[src/rtl/tdm_pkg.sv]
package tdm_pkg;
  localparam int CH_NUM = 32;
  localparam int BYTE_W = 8;
  localparam int CH_W   = $clog2(CH_NUM);
  localparam int BIT_W  = $clog2(BYTE_W);
  localparam int CNT_W  = CH_W + BIT_W + 1;
  localparam int MEM_N  = 3;
  localparam int HA_W   = CH_W + 2;

  typedef enum logic [1:0] {
    MSEL_RX  = 2'd0,
    MSEL_TX0 = 2'd1,
    MSEL_TX1 = 2'd2,
    MSEL_NONE = 2'd3
  } mem_sel_e;

  // dense index for a slot; in 24-slot mapping every fourth slot is skipped
  function automatic logic [CH_W-1:0] slot_index(input logic [CH_W-1:0] ch,
                                                 input logic ch24);
    logic [CH_W-1:0] skipped;
    skipped = ch >> 2;
    return ch24 ? ch - skipped - CH_W'(1) : ch;
  endfunction

  function automatic logic slot_idle(input logic [CH_W-1:0] ch, input logic ch24);
    return ch24 && (ch[1:0] == 2'b00);
  endfunction
endpackage

[src/rtl/tdm_timing.sv]
module tdm_timing
  import tdm_pkg::*;
(
  input  logic             clk_i,
  input  logic             rst_ni,
  input  logic             fp_ni,
  output logic [CNT_W-1:0] cnt_o,
  output logic [CNT_W-1:0] cnt_nxt_o
);
  logic fp_q;

  assign cnt_nxt_o = (fp_q && !fp_ni) ? '0 : cnt_o + CNT_W'(1);

  always_ff @(posedge clk_i or negedge rst_ni) begin
    if (!rst_ni) begin
      fp_q  <= 1'b1;
      cnt_o <= '0;
    end else begin
      fp_q  <= fp_ni;
      cnt_o <= cnt_nxt_o;
    end
  end
endmodule

[src/rtl/tdm_chan_mem.sv]
module tdm_chan_mem #(
  parameter int DEPTH = 32,
  parameter int W     = 8,
  localparam int AW   = $clog2(DEPTH)
) (
  input  logic          clk_i,
  input  logic          rst_ni,
  input  logic          a_we_i,
  input  logic [AW-1:0] a_addr_i,
  input  logic [W-1:0]  a_wdata_i,
  input  logic          b_we_i,
  input  logic [AW-1:0] b_addr_i,
  input  logic [W-1:0]  b_wdata_i,
  input  logic [AW-1:0] ra_addr_i,
  output logic [W-1:0]  ra_data_o,
  input  logic [AW-1:0] rb_addr_i,
  output logic [W-1:0]  rb_data_o
);
  logic [W-1:0] mem_q [DEPTH];

  assign ra_data_o = mem_q[ra_addr_i];
  assign rb_data_o = mem_q[rb_addr_i];

  // port b (serial side) wins a same-address collision
  always_ff @(posedge clk_i or negedge rst_ni) begin
    if (!rst_ni) begin
      for (int i = 0; i < DEPTH; i++) mem_q[i] <= '0;
    end else begin
      if (a_we_i && !(b_we_i && (a_addr_i == b_addr_i))) mem_q[a_addr_i] <= a_wdata_i;
      if (b_we_i) mem_q[b_addr_i] <= b_wdata_i;
    end
  end
endmodule

[src/rtl/tdm_stream_engine.sv]
module tdm_stream_engine
  import tdm_pkg::*;
(
  input  logic              clk_i,
  input  logic              rst_ni,
  input  logic              fp_ni,
  input  logic              si_i,
  output logic              so0_o,
  output logic              so1_o,
  input  logic              ch24_i,
  input  logic [1:0]        loop_sel_i,
  input  logic [1:0]        out1_sel_i,
  input  logic              host_cs_i,
  input  logic              host_we_i,
  input  logic [HA_W-1:0]   host_addr_i,
  input  logic [BYTE_W-1:0] host_wdata_i,
  output logic [BYTE_W-1:0] host_rdata_o
);
  logic [CNT_W-1:0]  cnt, cnt_nxt;
  logic [CH_W-1:0]   cur_ch, nxt_ch;
  logic [BIT_W-1:0]  bit_pos;
  logic              load_tx, chan_end, sample_en;

  tdm_timing u_timing (
    .clk_i    (clk_i),
    .rst_ni   (rst_ni),
    .fp_ni    (fp_ni),
    .cnt_o    (cnt),
    .cnt_nxt_o(cnt_nxt)
  );

  assign cur_ch    = cnt[CNT_W-1 -: CH_W];
  assign nxt_ch    = cnt_nxt[CNT_W-1 -: CH_W];
  assign bit_pos   = ~cnt[BIT_W:1];
  assign sample_en = cnt[0];
  assign load_tx   = (cnt_nxt[BIT_W:0] == '0);
  assign chan_end  = (cnt[BIT_W:0] == '1);

  // host side
  mem_sel_e           h_sel;
  logic [CH_W-1:0]    h_idx;
  logic               h_wr;
  logic [MEM_N-1:0]   host_we;
  logic [BYTE_W-1:0]  host_rd [MEM_N];

  assign h_sel = mem_sel_e'(host_addr_i[HA_W-1 -: 2]);
  assign h_idx = host_addr_i[CH_W-1:0];
  assign h_wr  = host_cs_i && host_we_i;
  assign host_we = {h_wr && (h_sel == MSEL_TX1), h_wr && (h_sel == MSEL_TX0), 1'b0};

  always_ff @(posedge clk_i or negedge rst_ni) begin
    if (!rst_ni) host_rdata_o <= '0;
    else if (host_cs_i && !host_we_i) begin
      unique case (h_sel)
        MSEL_RX:  host_rdata_o <= host_rd[0];
        MSEL_TX0: host_rdata_o <= host_rd[1];
        MSEL_TX1: host_rdata_o <= host_rd[2];
        default:  host_rdata_o <= '0;
      endcase
    end
  end

  // serial side
  logic [BYTE_W-1:0] tx0_q, tx1_q, rx_sh_q, raw_sh_q;
  logic [BYTE_W-1:0] rx_byte, raw_byte;
  logic              tx0_bit, tx1_bit, rx_bit, cur_idle;
  logic [CH_W-1:0]   ser_rd_idx, ser_wr_idx;
  logic [MEM_N-1:0]  ser_we;
  logic [BYTE_W-1:0] ser_wdata [MEM_N];
  logic [BYTE_W-1:0] ser_rd    [MEM_N];
  logic              rx_ser_unused;

  assign ser_rd_idx = slot_index(nxt_ch, ch24_i);
  assign ser_wr_idx = slot_index(cur_ch, ch24_i);
  assign cur_idle   = slot_idle(cur_ch, ch24_i);

  assign tx0_bit  = tx0_q[bit_pos];
  assign tx1_bit  = tx1_q[bit_pos];
  assign rx_bit   = loop_sel_i[1] ? tx0_bit : si_i;
  assign rx_byte  = {rx_sh_q[BYTE_W-2:0], rx_bit};
  assign raw_byte = {raw_sh_q[BYTE_W-2:0], si_i};

  assign ser_we       = {chan_end && !cur_idle && out1_sel_i[0], 1'b0, chan_end && !cur_idle};
  assign ser_wdata[0] = rx_byte;
  assign ser_wdata[1] = '0;
  assign ser_wdata[2] = raw_byte;
  assign rx_ser_unused = ^ser_rd[0];

  for (genvar gi = 0; gi < MEM_N; gi++) begin : g_mem
    tdm_chan_mem #(.DEPTH(CH_NUM), .W(BYTE_W)) u_mem (
      .clk_i    (clk_i),
      .rst_ni   (rst_ni),
      .a_we_i   (host_we[gi]),
      .a_addr_i (h_idx),
      .a_wdata_i(host_wdata_i),
      .b_we_i   (ser_we[gi]),
      .b_addr_i (ser_wr_idx),
      .b_wdata_i(ser_wdata[gi]),
      .ra_addr_i(h_idx),
      .ra_data_o(host_rd[gi]),
      .rb_addr_i(ser_rd_idx),
      .rb_data_o(ser_rd[gi])
    );
  end

  always_ff @(posedge clk_i or negedge rst_ni) begin
    if (!rst_ni) begin
      tx0_q    <= '0;
      tx1_q    <= '0;
      rx_sh_q  <= '0;
      raw_sh_q <= '0;
    end else begin
      if (load_tx) begin
        // fetch next channel one edge ahead of its first bit
        tx0_q <= slot_idle(nxt_ch, ch24_i) ? '1 : ser_rd[1];
        tx1_q <= slot_idle(nxt_ch, ch24_i) ? '1 : ser_rd[2];
      end
      if (sample_en) begin
        rx_sh_q  <= rx_byte;
        raw_sh_q <= raw_byte;
      end
    end
  end

  assign so0_o = loop_sel_i[0] ? si_i : tx0_bit;
  assign so1_o = out1_sel_i[1] ? (si_i ^ tx1_bit) : tx1_bit;
endmodule

[config.mk]
export PLATFORM = sky130hd
export DESIGN_NAME = tdm_stream_engine
export DESIGN_NICKNAME = d
export VERILOG_FILES = /design/src/rtl/tdm_pkg.sv /design/src/rtl/tdm_timing.sv /design/src/rtl/tdm_chan_mem.sv /design/src/rtl/tdm_stream_engine.sv
export SDC_FILE = /design/constraint.sdc
export NUM_CORES = 2
export LEC_CHECK = 0
export BUFFER_PORTS_ARGS = -buffer_cell sky130_fd_sc_hd__buf_2
export CORE_MARGIN = 2
export CORE_UTILIZATION = 39
export CTS_BUF_LIST = sky130_fd_sc_hd__clkbuf_16
export DETAILED_ROUTE_END_ITERATION = 16
export SETUP_SLACK_MARGIN = 0.15
export SLEW_MARGIN = 20
export SYNTH_ARGS = -nofsm -noshare
export SYNTH_HDL_FRONTEND = slang
export SYNTH_SLANG_ARGS = --single-unit
export TNS_END_PERCENT = 100
[constraint.sdc]
create_clock -name clk_i -period 9.1 [get_ports clk_i]
set_input_delay 1.365 -clock clk_i [delete_from_list [all_inputs] [get_ports clk_i]]
set_output_delay 1.365 -clock clk_i [all_outputs]
set_load 0.005 [all_outputs]
# Yosys cells after proc, flatten, opt, wreduce, memory -nomap -nowiden
# Index checks and enable logic that the tools add are counted.
classes:
  reduce_logical: 21
  div_mod_pow: 0
  mux: 38
  order_cmp: 6
  add_sub_neg: 5
  n_mul: 0
  eq_ne: 4
  shift: 0
  bitwise: 5
ops:
  columns: ["operator", "count"]
  rows:
  - ["bitwise mux 256 bit", 4]
  - ["two-way mux 256 bit", 2]
  - ["binary-select mux 8 bit (select 5 bit)", 5]
  - ["two-way mux 8 bit", 14]
  - ["demux 8 bit (select 5 bit)", 2]
  - ["case mux 8 bit (3 select lines)", 1]
  - [">= comparator 6 bit (second input constant)", 3]
  - ["inverter 5 -> 6 bit", 3]
  - ["logical AND 1 bit", 13]
  - ["< comparator 6 x 1 -> 1 bit (second input constant)", 2]
  - ["two-way mux 5 bit", 2]
  - ["subtractor 5 x 1 -> 5 bit (second input constant)", 2]
  - ["subtractor 5 x 3 -> 5 bit", 2]
  - ["adder 9 x 1 -> 9 bit (second input constant)", 1]
  - ["two-way mux 9 bit", 1]
  - ["binary-select mux 1 bit (select 3 bit)", 2]
  - ["logical NOT 2 bit", 3]
  - ["== test 5 bit", 1]
  - ["two-way mux 1 bit", 5]
  - ["== test 4 bit (second input constant)", 1]
  - ["logical NOT 1 bit", 4]
  - ["logical NOT 4 bit", 1]
  - ["< comparator 3 x 4 -> 1 bit (second input constant)", 1]
  - ["inverter 3 bit", 1]
  - ["other kinds (3)", 3]
word_totals:
  memories: 0
  regBits: 816
  latchBits: 0
  output_inout_bits: 10
  romBits: 0
  mem_bits_rw: 0
  elab_cells: 182
  in_bits: 26

# Depth between registers and ports, before layout
logic_depth:
  word_depth: 11
  ltp_mapped: 18
  depth_no_buf: 16

# Cells and area by module
# Synthesis repeated with hierarchy kept, for this count alone.
unflattened:
  cells_unflattened: 4555
  hier_area_um2: 52402.8
modules_own_cells:
  columns: ["mod", "area_per_inst_um2", "instances", "cells_per_inst"]
  rows:
  - ["tdm_chan_mem", 16634.7, 3, 1447]
  - ["tdm_stream_engine", 2070.7, 1, 173]
  - ["tdm_timing", 427.9, 1, 41]

# Worst setup path before layout
# OpenSTA, ideal clock, no wires.
synth_path:
  path_kind: "input -> register"
  startpoint: "input fp_ni"
  endpoint: "register tx0_q[6]"
  t_arrival_ns: 4.752
  slack_ns: 4.228
  setup_time_ns: 0.120
  cell_stages: 17
  cell_sequence: "nor2b_1 > buf_2 > buf_2 > clkbuf_1 > buf_1 > or2_2 > ha_1 > buf_2 > buf_2 > buf_2 > clkbuf_1 > mux2_2 > a222oi_1 > o211ai_1 > nand3_1 > nand3_1 > and3_1"
synth_via:
  elab_chain_len: 11
  elab_cells_between_ends: 14
synth_lines:
  columns: ["element", "line_no", "text"]
  rows:
  - ["from (decl)", "tdm_stream_engine.sv:6", "input logic fp_ni,"]
  - ["logical NOT 1 bit (*)", "tdm_timing.sv:12", "assign cnt_nxt_o = (fp_q && !fp_ni) ? '0 : cnt_o + CNT_W'(1);"]
  - ["logical AND 1 bit (*)", "tdm_timing.sv:12", null]
  - ["two-way mux 9 bit (*)", "tdm_timing.sv:12", null]
  - ["subtractor 5 x 3 -> 5 bit", "tdm_pkg.sv:22", "return ch24 ? ch - skipped - CH_W'(1) : ch;"]
  - ["subtractor 5 x 1 -> 5 bit", "tdm_pkg.sv:22", null]
  - ["two-way mux 5 bit", "tdm_pkg.sv:22", null]
  - ["inverter 5 -> 6 bit (implied by the code)", "tdm_chan_mem.sv:22", "assign rb_data_o = mem_q[rb_addr_i];"]
  - ["binary-select mux 8 bit (select 5 bit)", "tdm_chan_mem.sv:22", null]
  - ["two-way mux 8 bit (implied by the code) (2 in series)", "tdm_chan_mem.sv:22", null]
  - ["two-way mux 8 bit", "tdm_stream_engine.sv:115", "tx0_q <= slot_idle(nxt_ch, ch24_i) ? '1 : ser_rd[1];"]
  - ["to (signal assigned)", "tdm_stream_engine.sv:115", null]
  - ["to (decl)", "tdm_stream_engine.sv:64", "logic [BYTE_W-1:0] tx0_q, tx1_q, rx_sh_q, raw_sh_q;"]
# Mark *: on every way between the ends. The rest lies on a longest branch, timed or not. The select of a mux whose other input is x is not followed.
# A chain may end at the register's enable or synchronous reset.

# Worst setup path in the final report
layout_path:
  startpoint: "register u_timing.cnt_o[0]"
  endpoint: "register tx1_q[3]"
layout_via:
  elab_chain_len: 10
  elab_cells_between_ends: 13
layout_lines:
  columns: ["element", "line_no", "text"]
  rows:
  - ["from (decl)", "tdm_timing.sv:7", "output logic [CNT_W-1:0] cnt_o,"]
  - ["from (signal assigned)", "tdm_timing.sv:20", "cnt_o <= cnt_nxt_o;"]
  - ["adder 9 x 1 -> 9 bit (*)", "tdm_timing.sv:12", null]
  - ["two-way mux 9 bit (*)", "tdm_timing.sv:12", null]
  - ["subtractor 5 x 3 -> 5 bit", "tdm_pkg.sv:22", null]
  - ["subtractor 5 x 1 -> 5 bit", "tdm_pkg.sv:22", null]
  - ["two-way mux 5 bit", "tdm_pkg.sv:22", null]
  - ["inverter 5 -> 6 bit (implied by the code)", "tdm_chan_mem.sv:22", null]
  - ["binary-select mux 8 bit (select 5 bit)", "tdm_chan_mem.sv:22", null]
  - ["two-way mux 8 bit (implied by the code) (2 in series)", "tdm_chan_mem.sv:22", null]
  - ["two-way mux 8 bit", "tdm_stream_engine.sv:116", "tx1_q <= slot_idle(nxt_ch, ch24_i) ? '1 : ser_rd[2];"]
  - ["to (signal assigned)", "tdm_stream_engine.sv:116", null]
  - ["to (decl)", "tdm_stream_engine.sv:64", null]
# Marks and branches as above.

==> metrics.md <==
| Metric | Value |
|---|---|
| Die Ht | `358 um` |
| Synth area leader | `dfrtp_1` |
| Pre-Repair DR Iteration Count | `9` |
| Routed vias/inst | `6.53` |
| Post-synth net total | `4246` |
| Post-synth EDFFs | `0` |
| GRT overflow | `0` |
| Slowest stage delay, CP | `950 ps` |
| Startpoint Class | `flip-flop` |
| TritonCTS buffer count | `between 90 and 100` |
| Static Leakage | `24.6 nW` |
| Avg Inst Size Synth | `11.6 sq um` |
| WS Path Type | `reg2reg` |
| Slowest stage cell, crit path | `dfrtp_1` |
| Setup violators final | `0` |
| Primary FF master, synth | `dfrtp_1` |
| Minimum clock period | `just over 6000 ps` |
| DRC errors left | `0` |
| Clock Pin Slew Worst Setup and Hold Paths | `60 ps` |
| Inserted Diodes | `0` |
| PD cells | `181 nW/um^2` |
| Initial antenna violation count | `6` |
| Multi-input logic area | `26600 sq um` |
| Port bufs | `35` |
| Cell variety after synth | `between 90 and 100` |
| Number of DRC markers in iteration 0 | `4903` |
| Core box area | `between 100000 and 150000 sq um` |
| Status | `finished clean` |
| Die Width | `358 um` |
| Crit path cell chain | `ha_1, nand2_1, or2_2, xnor2_1, or2_2, ha_4, nand2_1, a22oi_2, buf_4, buf_4, mux2i_1, mux2i_1, o2111a_1, nor3_1, nor4_1` |
| Final cell count without fillers | `between 5k and 6k` |
| Ys async rst share | `1.00` |
| Mapped Cells | `4211` |
| Top area cells in the synthesized netlist | `dfrtp_1 (42%), mux2_2 (14%), mux4_2 (10%)` |
| # hold bufs at CTS | `0` |
| Root buffer cell | `clkbuf_16` |
| Synth warn | `0` |
| FF/Latch Area | `20400 sq um` |
| Slew @ Worst Pin | `1190 ps` |
| Total wire length | `169 mm` |
| Via Count | `approximately 37k` |
| F_max | `roughly 160 MHz` |
| Clock buffer depth | `3` |
| Final nets | `4044` |
| Setup TNS | `0 ps` |
| Synth Register Bits | `816` |
| Clock Latency Late Sink | `710 ps` |
| Mapped cell area | `48800 sq um` |
| GRT Total Usage | `0.262` |
| Register area share after synthesis | `0.419` |
| CTS Sinks | `816` |
| Worst endpoint required time | `9650 ps` |
| Post_cts resized | `0` |
| Worst-path fanout max | `51` |
| Placer Congestion | `0.956` |
| First-pass GRT wire length | `251 mm` |
| Post-CTS setup buffers | `0` |
| Maximum Capacitance Violations | `0` |
| Final core occ | `0.427` |
| Slew headroom | `0.205` |
| DP HPWL | `around 110 mm` |
| Fin. max-slew vios | `0` |
| Antenna Nets Post-Route | `0` |
| DIE AREA | `128000 sq um` |
| Worst Hold Class | `reg2reg` |
| Largest net degree at the start of global routing | `between 150 and 200` |
| Vias in the first global route | `35.6k` |
| Htree depth | `3` |
| Peak supply drop | `between 0.1 and 0.15 mV` |
| P&R area growth vs syn | `8.65%` |
| Layout cells sized above 1 | `0.289` |
| Post-synth top area share | `0.418` |
| Placed cells | `5550` |
| Worst EP arrival | `between 6000 and 7000 ps` |
| Final hold vios | `0` |
| Final period utilization | `0.677` |
| Clk_skew | `38.2 ps` |
| Rows | `129` |
| Avg WL per Cell | `29.6 um` |
| RSZ-0062 raised after global routing | `no` |
| CTS tree | `done` |
| CP Capture Type | `flip-flop` |
| Initial core utilization | `0.393` |
| Fillers | `around 12k` |
| Ports | `36` |
==> metrics by stage <==
step / area, sq um / total power, mW / worst slack (ps) / hold slack [ps]
floorplan: 48800 / 5.21 / 4230 / 441
detailed placement: 50000 / 5.90 / 2690 / 460
global route: 53000 / 9.92 / 2550 / 504
finish: 53000 / 9.60 / 2940 / 471
global placement: 50000 / 5.88 / 2730 / 455
CTS: 53000 / 9.61 / 2980 / 475
==> synthesized netlist by cell type (16+ instances only) <==
| library cell | count |
|---|---|
| o21ai_0 | 56 |
| nand3_1 | 82 |
| and3_1 | 16 |
| mux2i_1 | 396 |
| a221oi_1 | 100 |
| nor2_1 | 351 |
| a31oi_1 | 18 |
| a222oi_1 | 76 |
| buf_2 | 74 |
| o211ai_1 | 75 |
| mux4_2 | 220 |
| a211oi_1 | 20 |
| clkbuf_1 | 269 |
| a21oi_1 | 313 |
| buf_4 | 18 |
| nand3_2 | 19 |
| dfrtp_1 | 815 |
| a221o_1 | 19 |
| buf_1 | 37 |
| a22oi_1 | 156 |
| nand2_1 | 185 |
| mux2_2 | 594 |
| nand4_1 | 21 |
==> power by group <==
group	switching (mW)	total (mW)	internal (mW)
combinational	1.00	1.58	0.579
clock	1.63	3.71	2.08
sequential	0.459	4.31	3.85
==> worst max-delay path, delay by kind of cell (launching register included) <==
family                     cells  cell delay [ps]
and+or+nand+nor                6             1220
xor gates and xnor gates       1              180
DFF                            1              950
adders and majority gates      2             1190
AOI/OAI and AO/OA              2              520
muxes                          2              430
buffers and inverters          2             1320
==> final cells by class <==
class / count / area share
Multi-Input combinational cell: 2970 / 0.502
Sequential cell: 816 / 0.386
Clock buffer: 96 / 0.0453
Tap cell: 1637 / 0.0387
Timing Repair Buffer: 113 / 0.0168
Clock inverter: 73 / 0.0102
Inverter: 14 / 0.000992
==> cells in the final DEF, fill, tap and decap left out, types with 16 or more instances in the layout <==
cell	instances
a21oi_1	313
mux2_2	594
nand3_2	19
a31oi_1	18
mux2i_1	395
mux4_2	220
clkbuf_16	96
a221oi_1	100
a222oi_1	76
inv_1	31
clkinv_2	19
a211oi_1	20
clkinv_1	22
a22oi_1	156
nand3_1	82
buf_4	71
nand2_1	185
buf_2	31
nor2_1	346
o21ai_0	56
dfrtp_1	807
nand4_1	21
a221o_1	19
o211ai_1	75
and3_1	16
==> final timing paths <==
kind                       cells after the start  slack (ps)                        end                       from
setup / recovery                              15        2940                   tx1_q[3]          u_timing.cnt_o[0]
hold / removal                                 2         470  g_mem[0].u_mem.mem_q[236]  g_mem[0].u_mem.mem_q[236]
setup reg to reg                              15        2940                   tx1_q[3]          u_timing.cnt_o[0]
hold reg to reg                                2         470  g_mem[0].u_mem.mem_q[236]  g_mem[0].u_mem.mem_q[236]
max in group asynchronous                      3        6420                 rx_sh_q[0]                     rst_ni
min in group asynchronous                      1         720  g_mem[0].u_mem.mem_q[241]                     rst_ni
==> registers in the layout, indices dropped and copies added, names as in the netlist <==
| name | count |
|---|---|
| g_mem.u_mem.mem_q | 768 |
| host_rdata_o | 8 |
| raw_sh_q | 7 |
| rx_sh_q | 7 |
| tx0_q | 8 |
| tx1_q | 8 |
| u_timing.cnt_o | 9 |
| u_timing.fp_q | 1 |
==> layer usage <==
layer / vias to the layer above / GRT usage / wire length (um)
met3: 401 / 0.0695 / 18200
met4: 8 / 0.0999 / 7140
li1: 15800 / - / -
met2: 2044 / 0.384 / 73400
met1: 19100 / 0.370 / 70500
met5: - / 0 / 46
==> kinds of logic after synthesis <==
logic type                 after synthesis  synth area share
AOI/OAI and AO/OA                      946             0.137
and+or+nand+nor                        785            0.0787
DFF                                    816             0.419
buffers and inverters                  425            0.0381
adders and majority gates                9           0.00262
muxes                                 1210             0.320
xor gates and xnor gates                20           0.00436
Note: power is estimated with default switching activity, not from simulation.
